### config.mk
export PLATFORM = sky130hd
export DESIGN_NAME = exc_hstat_reg
export DESIGN_NICKNAME = d
export VERILOG_FILES = /design/src/rtl/hstat_pkg.sv /design/src/rtl/hstat_bank.sv /design/src/rtl/hstat_shared.sv /design/src/rtl/hstat_rdmux.sv /design/src/rtl/exc_hstat_reg.sv
export SDC_FILE = /design/constraint.sdc
export NUM_CORES = 1
export LEC_CHECK = 0
export BUFFER_PORTS_ARGS = -buffer_cell sky130_fd_sc_hd__buf_2
export CAP_MARGIN = 30
export CORE_ASPECT_RATIO = 0.9
export CORE_UTILIZATION = 30
export CTS_CLUSTER_SIZE = 12
export DETAILED_ROUTE_END_ITERATION = 6
export GPL_ROUTABILITY_DRIVEN = 0
export PLACE_DENSITY = 0.52
export SLEW_MARGIN = 5
export SYNTH_ARGS = -nofsm -noshare
export SYNTH_HDL_FRONTEND = slang
export SYNTH_SLANG_ARGS = --single-unit
### constraint.sdc
create_clock -name clk -period 2.1 [get_ports clk]
set_input_delay 0.42 -clock clk [delete_from_list [all_inputs] [get_ports clk]]
set_output_delay 0.42 -clock clk [all_outputs]
set_load 0.005 [all_outputs]
### src/rtl/hstat_pkg.sv
package hstat_pkg;

    localparam int REG_W = 32;

    // bit positions
    localparam int B_MEM_ACT  = 0;
    localparam int B_BUS_ACT  = 1;
    localparam int B_HF_ACT   = 2;
    localparam int B_USG_ACT  = 3;
    localparam int B_SF_ACT   = 4;
    localparam int B_NMI_ACT  = 5;
    localparam int B_SVC_ACT  = 7;
    localparam int B_DBG_ACT  = 8;
    localparam int B_PSV_ACT  = 10;
    localparam int B_TICK_ACT = 11;
    localparam int B_USG_PEND = 12;
    localparam int B_MEM_PEND = 13;
    localparam int B_BUS_PEND = 14;
    localparam int B_SVC_PEND = 15;
    localparam int B_MEM_EN   = 16;
    localparam int B_BUS_EN   = 17;
    localparam int B_USG_EN   = 18;
    localparam int B_SF_EN    = 19;
    localparam int B_SF_PEND  = 20;
    localparam int B_HF_PEND  = 21;

    localparam logic [REG_W-1:0] USED_MASK =
        (REG_W'(1) << B_MEM_ACT)  | (REG_W'(1) << B_BUS_ACT)  | (REG_W'(1) << B_HF_ACT)  |
        (REG_W'(1) << B_USG_ACT)  | (REG_W'(1) << B_SF_ACT)   | (REG_W'(1) << B_NMI_ACT) |
        (REG_W'(1) << B_SVC_ACT)  | (REG_W'(1) << B_DBG_ACT)  | (REG_W'(1) << B_PSV_ACT) |
        (REG_W'(1) << B_TICK_ACT) | (REG_W'(1) << B_USG_PEND) | (REG_W'(1) << B_MEM_PEND) |
        (REG_W'(1) << B_BUS_PEND) | (REG_W'(1) << B_SVC_PEND) | (REG_W'(1) << B_MEM_EN) |
        (REG_W'(1) << B_BUS_EN)   | (REG_W'(1) << B_USG_EN)   | (REG_W'(1) << B_SF_EN) |
        (REG_W'(1) << B_SF_PEND)  | (REG_W'(1) << B_HF_PEND);
    localparam logic [REG_W-1:0] RSV_MASK = ~USED_MASK;

    // One security state's copy of the banked flags
    typedef struct packed {
        logic mem_act;
        logic hf_act;
        logic usg_act;
        logic svc_act;
        logic psv_act;
        logic tick_act;
        logic usg_pend;
        logic mem_pend;
        logic svc_pend;
        logic mem_en;
        logic usg_en;
        logic hf_pend;
    } bank_t;

    // Single-copy flags
    typedef struct packed {
        logic bus_act;
        logic bus_pend;
        logic bus_en;
        logic sf_act;
        logic sf_en;
        logic sf_pend;
        logic nmi_act;
        logic dbg_act;
    } shared_t;

    function automatic bank_t word_to_bank(logic [REG_W-1:0] d);
        bank_t r;
        r.mem_act  = d[B_MEM_ACT];
        r.hf_act   = d[B_HF_ACT];
        r.usg_act  = d[B_USG_ACT];
        r.svc_act  = d[B_SVC_ACT];
        r.psv_act  = d[B_PSV_ACT];
        r.tick_act = d[B_TICK_ACT];
        r.usg_pend = d[B_USG_PEND];
        r.mem_pend = d[B_MEM_PEND];
        r.svc_pend = d[B_SVC_PEND];
        r.mem_en   = d[B_MEM_EN];
        r.usg_en   = d[B_USG_EN];
        r.hf_pend  = d[B_HF_PEND];
        return r;
    endfunction

    function automatic shared_t word_to_shared(logic [REG_W-1:0] d);
        shared_t r;
        r.bus_act  = d[B_BUS_ACT];
        r.bus_pend = d[B_BUS_PEND];
        r.bus_en   = d[B_BUS_EN];
        r.sf_act   = d[B_SF_ACT];
        r.sf_en    = d[B_SF_EN];
        r.sf_pend  = d[B_SF_PEND];
        r.nmi_act  = d[B_NMI_ACT];
        r.dbg_act  = d[B_DBG_ACT];
        return r;
    endfunction

    function automatic logic [REG_W-1:0] bank_to_word(bank_t b);
        logic [REG_W-1:0] w;
        w = '0;
        w[B_MEM_ACT]  = b.mem_act;
        w[B_HF_ACT]   = b.hf_act;
        w[B_USG_ACT]  = b.usg_act;
        w[B_SVC_ACT]  = b.svc_act;
        w[B_PSV_ACT]  = b.psv_act;
        w[B_TICK_ACT] = b.tick_act;
        w[B_USG_PEND] = b.usg_pend;
        w[B_MEM_PEND] = b.mem_pend;
        w[B_SVC_PEND] = b.svc_pend;
        w[B_MEM_EN]   = b.mem_en;
        w[B_USG_EN]   = b.usg_en;
        w[B_HF_PEND]  = b.hf_pend;
        return w;
    endfunction

    // Loads the freely writable banked fields; hard-fault fields are kept
    function automatic bank_t bank_load(bank_t cur, bank_t wf);
        bank_t r;
        r = wf;
        r.hf_act  = cur.hf_act;
        r.hf_pend = cur.hf_pend;
        return r;
    endfunction

endpackage

### src/rtl/hstat_bank.sv
module hstat_bank
    import hstat_pkg::*;
#(
    parameter bit SECURE_BANK = 1'b1
) (
    input  logic  clk,
    input  logic  rst,
    input  logic  wr_en,
    input  logic  hf_clr_ok,
    input  logic  hf_set,
    input  bank_t wf,
    output bank_t q
);

    bank_t q_r;
    bank_t nxt;
    logic  hf_act_nxt;
    logic  hf_pend_nxt;

    generate
        if (SECURE_BANK) begin : g_sec
            // Secure copy: software cannot touch hard-fault state
            assign hf_act_nxt  = hf_set | (q_r.hf_act & ~(hf_clr_ok & ~wf.hf_act));
            assign hf_pend_nxt = q_r.hf_pend;
        end else begin : g_ns
            assign hf_act_nxt  = hf_set | (q_r.hf_act & ~(hf_clr_ok & ~wf.hf_act));
            assign hf_pend_nxt = wr_en ? wf.hf_pend : q_r.hf_pend;
        end
    endgenerate

    always_comb begin
        nxt         = wr_en ? bank_load(q_r, wf) : q_r;
        nxt.hf_act  = hf_act_nxt;
        nxt.hf_pend = hf_pend_nxt;
    end

    always_ff @(posedge clk) begin
        if (rst) begin
            q_r <= '0;
        end else begin
            q_r <= nxt;
        end
    end

    assign q = q_r;

    generate
        if (SECURE_BANK) begin : g_sec_chk

            sec_hf_hold_chk: assert property (@(posedge clk) disable iff (rst)
                q_r.hf_act |=> q_r.hf_act);

            sec_hf_pend_fixed_chk: assert property (@(posedge clk) disable iff (rst)
                wr_en |=> $stable(q_r.hf_pend));
        end else begin : g_ns_chk

            ns_hf_clear_rule_chk: assert property (@(posedge clk) disable iff (rst)
                $fell(q_r.hf_act) |-> $past(hf_clr_ok && !wf.hf_act && !hf_set));

            ns_hf_no_sw_set_chk: assert property (@(posedge clk) disable iff (rst)
                $rose(q_r.hf_act) |-> $past(hf_set));
        end
    endgenerate

endmodule

### src/rtl/hstat_shared.sv
module hstat_shared
    import hstat_pkg::*;
(
    input  logic    clk,
    input  logic    rst,
    input  logic    wr,
    input  logic    sec,
    input  logic    grant,
    input  logic    cpu_sec,
    input  logic    nmi_set,
    input  shared_t wf,
    output shared_t q
);

    shared_t q_r;
    shared_t nxt;
    logic    wr_bus;
    logic    wr_sf;
    logic    nmi_clr;

    assign wr_bus  = wr & (sec | grant);
    assign wr_sf   = wr & sec;
    assign nmi_clr = wr & ~sec & cpu_sec & grant & ~wf.nmi_act;

    always_comb begin
        nxt = q_r;
        if (wr_bus) begin
            nxt.bus_act  = wf.bus_act;
            nxt.bus_pend = wf.bus_pend;
            nxt.bus_en   = wf.bus_en;
        end
        if (wr_sf) begin
            nxt.sf_act  = wf.sf_act;
            nxt.sf_en   = wf.sf_en;
            nxt.sf_pend = wf.sf_pend;
        end
        if (wr) begin
            nxt.dbg_act = wf.dbg_act;
        end
        nxt.nmi_act = nmi_set | (q_r.nmi_act & ~nmi_clr);
    end

    always_ff @(posedge clk) begin
        if (rst) begin
            q_r <= '0;
        end else begin
            q_r <= nxt;
        end
    end

    assign q = q_r;


    bus_locked_chk: assert property (@(posedge clk) disable iff (rst)
        (wr && !sec && !grant) |=> $stable({q_r.bus_act, q_r.bus_pend, q_r.bus_en}));

    sf_ns_locked_chk: assert property (@(posedge clk) disable iff (rst)
        (wr && !sec) |=> $stable({q_r.sf_act, q_r.sf_en, q_r.sf_pend}));

    nmi_clear_rule_chk: assert property (@(posedge clk) disable iff (rst)
        $fell(q_r.nmi_act) |-> $past(wr && !sec && cpu_sec && grant && !wf.nmi_act));

    nmi_set_wins_chk: assert property (@(posedge clk) disable iff (rst)
        nmi_set |=> q_r.nmi_act);

endmodule

### src/rtl/hstat_rdmux.sv
module hstat_rdmux
    import hstat_pkg::*;
(
    input  logic             rd_en,
    input  logic             sec,
    input  logic             grant,
    input  bank_t            s_bank,
    input  bank_t            n_bank,
    input  shared_t          sh,
    output logic [REG_W-1:0] word
);

    always_comb begin
        word = '0;
        if (rd_en) begin
            if (sec) begin
                word = bank_to_word(s_bank);
                word[B_SF_ACT]  = sh.sf_act;
                word[B_SF_EN]   = sh.sf_en;
                word[B_SF_PEND] = sh.sf_pend;
            end else begin
                word = bank_to_word(n_bank);
            end
            if (sec || grant) begin
                word[B_BUS_ACT]  = sh.bus_act;
                word[B_BUS_PEND] = sh.bus_pend;
                word[B_BUS_EN]   = sh.bus_en;
                word[B_NMI_ACT]  = sh.nmi_act;
            end
            word[B_DBG_ACT] = sh.dbg_act;
        end
    end

endmodule

### src/rtl/exc_hstat_reg.sv
module exc_hstat_reg
    import hstat_pkg::*;
(
    input  logic             clk,
    input  logic             rst,
    input  logic             req_valid,
    input  logic             req_write,
    input  logic             req_secure,
    input  logic [REG_W-1:0] req_wdata,
    input  logic             cpu_secure,
    input  logic             ns_grant,
    input  logic             evt_nmi_enter,
    input  logic             evt_hf_enter_s,
    input  logic             evt_hf_enter_ns,
    output logic [REG_W-1:0] rd_data,
    output logic             upd_strobe
);

    logic    wr;
    logic    rd;
    logic    ns_hf_clr_ok;
    bank_t   wf_bank;
    shared_t wf_sh;
    bank_t   s_q;
    bank_t   n_q;
    shared_t sh_q;
    logic    strobe_q;

    assign wr           = req_valid & req_write;
    assign rd           = req_valid & ~req_write;
    assign ns_hf_clr_ok = wr & ~req_secure & cpu_secure & ns_grant;
    assign wf_bank      = word_to_bank(req_wdata);
    assign wf_sh        = word_to_shared(req_wdata);

    hstat_bank #(.SECURE_BANK(1'b1)) u_sbank (
        .clk      (clk),
        .rst      (rst),
        .wr_en    (wr & req_secure),
        .hf_clr_ok(1'b0),
        .hf_set   (evt_hf_enter_s),
        .wf       (wf_bank),
        .q        (s_q)
    );

    hstat_bank #(.SECURE_BANK(1'b0)) u_nbank (
        .clk      (clk),
        .rst      (rst),
        .wr_en    (wr & ~req_secure),
        .hf_clr_ok(ns_hf_clr_ok),
        .hf_set   (evt_hf_enter_ns),
        .wf       (wf_bank),
        .q        (n_q)
    );

    hstat_shared u_shared (
        .clk    (clk),
        .rst    (rst),
        .wr     (wr),
        .sec    (req_secure),
        .grant  (ns_grant),
        .cpu_sec(cpu_secure),
        .nmi_set(evt_nmi_enter),
        .wf     (wf_sh),
        .q      (sh_q)
    );

    hstat_rdmux u_rdmux (
        .rd_en (rd),
        .sec   (req_secure),
        .grant (ns_grant),
        .s_bank(s_q),
        .n_bank(n_q),
        .sh    (sh_q),
        .word  (rd_data)
    );

    always_ff @(posedge clk) begin
        if (rst) begin
            strobe_q <= 1'b0;
        end else begin
            strobe_q <= wr;
        end
    end

    assign upd_strobe = strobe_q;


    strobe_after_write_chk: assert property (@(posedge clk) disable iff (rst)
        (req_valid && req_write) |=> upd_strobe);

    strobe_quiet_chk: assert property (@(posedge clk) disable iff (rst)
        !(req_valid && req_write) |=> !upd_strobe);

    rsv_zero_chk: assert property (@(posedge clk) disable iff (rst)
        (rd_data & RSV_MASK) == '0);

    ns_sf_hidden_chk: assert property (@(posedge clk) disable iff (rst)
        (req_valid && !req_write && !req_secure) |->
            (rd_data[B_SF_ACT] == 1'b0 && rd_data[B_SF_EN] == 1'b0 && rd_data[B_SF_PEND] == 1'b0));

    ns_bus_hidden_chk: assert property (@(posedge clk) disable iff (rst)
        (req_valid && !req_write && !req_secure && !ns_grant) |->
            (rd_data[B_BUS_ACT] == 1'b0 && rd_data[B_NMI_ACT] == 1'b0));

    idle_read_zero_chk: assert property (@(posedge clk) disable iff (rst)
        !(req_valid && !req_write) |-> rd_data == '0);

endmodule

==> impl_metrics.ini <==
[place]
dp.cells = 288
hpwl_mm = 2.29
portBuffers = 50

[synth]
yosys_register_bits = 32
syn_area_per_cell_um2 = 9.49
yosys_warnings = 0
netlist_instances = 179
synth_area_leader_cell = dfxtp_1
synth_cell_types = 22
synth-async-reset-ratio = 0
ys_seq_area_frac = 0.377
synth_area_um2 = 1700
synthTopCellsByArea = dfxtp_1 (38%), mux2i_1 (22%), nand2b_1 (17%), buf_4 (5.3%), nor2_1 (4.0%)
synth_top_area_share = 0.377
synth_edf_count = 0
synth_flop_cell = dfxtp_1

[power]
sw_frac_of_total = 0.227
p_int_mw = 0.980
p_seq_frac = 0.507
ir_worst_vdd_mv = 0.303
p_total_mw = 1.27
p_per_area_nw_per_um2 = 621
leakage_nw = 0.980
p_clk_frac = 0.368
combinationalPowerShare = 0.125
p_sw_mw = 0.288

[clock_tree]
cts_num_sinks = 32
hold_buffers = 0
clk_pin_slew_ns = 0.06
cts_made_buffers = 5
post_cts.repair.setup_buffers = 0
cts.htree.levels = 2
postCtsResizedCells = 0
tritoncts = done
clock_latency_ns = 0.27
cts_root_buffer = clkbuf_8
cts_buffer_depth = 2

[final_layout]
fin_cells = 296
finish.utilization = 0.382
antenna_cells = 0
layout-drive-gt1-share = 0.271
areaGrowthSynthToFinish_pct = 20.1
fin_nets = 270

[sta]
setup_violations = 0
period_needed_ns = 1.76
maxSlewViolCount = 0
worst_slew_pin_slew_ns = 0.633
tns_ns = 0
fmax_ghz = 0.569
relSlewSlack = 0.578
skew_ns = 0
fin_crit_sh = 0.838
rsz0062_at_grt = false
hold_violations = 0

[detailed_routing]
antenna_left = 0
drt-pass1-iter-count = 4
avgRoutedWirePerCell_um = 11.2
drc = 0
drtIter0Drc = 53
viasPerCell = 4.28
routed_wirelength_mm = 3.31
vias = 1267

[grt]
antenna_found_initial = 0
grt_use_total = 0.117
grt_pass1_vias = 1090
overflow = 0
grt_first_pass_wirelength_mm = 5.15
grt_max_degree = 50

[critical_path]
cp.arrival_ns = 1.34
r2r_slack_ns = 1.38
cp.required_ns = 1.68
path_max_fanout = 8
start_kind = input pin
path_class = input pin to output port
cp-end-kind = output port

[floorplan]
core.rowCount = 25
coreArea_um2 = 5350
die_h_um = 73.4
num_io_pins = 75
initial_core_util = 0.318
dieArea_um2 = 5970
die_w_um = 81.3

[flow_run]
maxCapViolations = 0

[status]
status = completed

[hold_path]
holdCritPathClass = input pin to register
## logic make-up after synthesis
group	after synthesis	share of synthesized area
and+or+nand+nor	79	0.270
muxes	38	0.224
DFF	32	0.377
buffers and inverters	24	0.102
AOI/OAI and AO/OA	5	0.0250
other	1	0.00221
## worst max-delay path, cell delays in order
cell      delay [ns]
buf_2           0.14
nand2b_1        0.25
buf_4           0.22
nor3b_1         0.17
buf_2           0.14
## worst paths after layout
kind,from,endpoint,depth (start not counted)
max,req_write,rd_data[21],5
min,evt_hf_enter_s,u_sbank.q[10],3
max reg2reg,u_shared.q[0],u_shared.q[0],2
min reg2reg,u_shared.q[5],u_shared.q[5],2
## per-layer routing
layer	GRT usage	up-vias	wire length [um]
li1	-	663	-
met1	0.154	569	1690
met2	0.180	33	1450
met3	0.0335	2	143
met4	0.0417	0	26
met5	0	-	0
## metrics by stage
step	instance area [um^2]	hold WS (ns)	worst slack, ns
floorplan	1740	0.438	0.676
global placement	1950	0.452	0.330
detailed placement	1950	0.460	0.307
CTS	2040	0.354	0.303
global route	2040	0.348	0.253
finish	2040	0.361	0.341
## flip-flops by register name, summed over array words and instances (netlist names)
name	count
u_nbank.q	12
u_sbank.q	11
u_shared.q	8
upd_strobe	1
## layout by cell type (no fill, tap or decap)
cell type / count
buf_2: 50
mux2i_1: 38
clkbuf_8: 6
buf_4: 4
and3b_1: 1
and3_1: 4
conb_1: 12
clkbuf_1: 2
and2_1: 2
nor2_1: 18
a311oi_1: 2
a21oi_1: 1
nand3b_1: 1
dfxtp_1: 32
nand3_1: 1
nand2b_1: 45
buf_12: 1
a21bo_2: 1
o211a_1: 1
nor3b_1: 5
nor2b_1: 2
## synth_stat cells, drive strengths merged, types with 2 or more instances
| master | number |
|---|---|
| a311oi | 2 |
| and2 | 2 |
| and3 | 4 |
| buf | 19 |
| clkbuf | 5 |
| dfxtp | 32 |
| mux2i | 38 |
| nand2b | 45 |
| nor2 | 18 |
| nor2b | 2 |
| nor3b | 5 |
## power by group through the flow
stage,Clock (mW),Sequential (mW),Combinational [mW]
2_1_floorplan,0,0.654,0.123
3_3_place_gp,0,0.656,0.161
3_5_place_dp,0,0.656,0.161
4_1_cts,0.494,0.643,0.161
5_1_grt,0.526,0.645,0.176
6_report,0.467,0.643,0.158
## cell type report
class	instances	area [um^2]
clock buffer	8	90.1
sequential	32	641
tap	67	83.8
multi-input combinational	134	926
fill	583	3310
timing repair buffer	55	300
(Power assumes the default switching activity.)
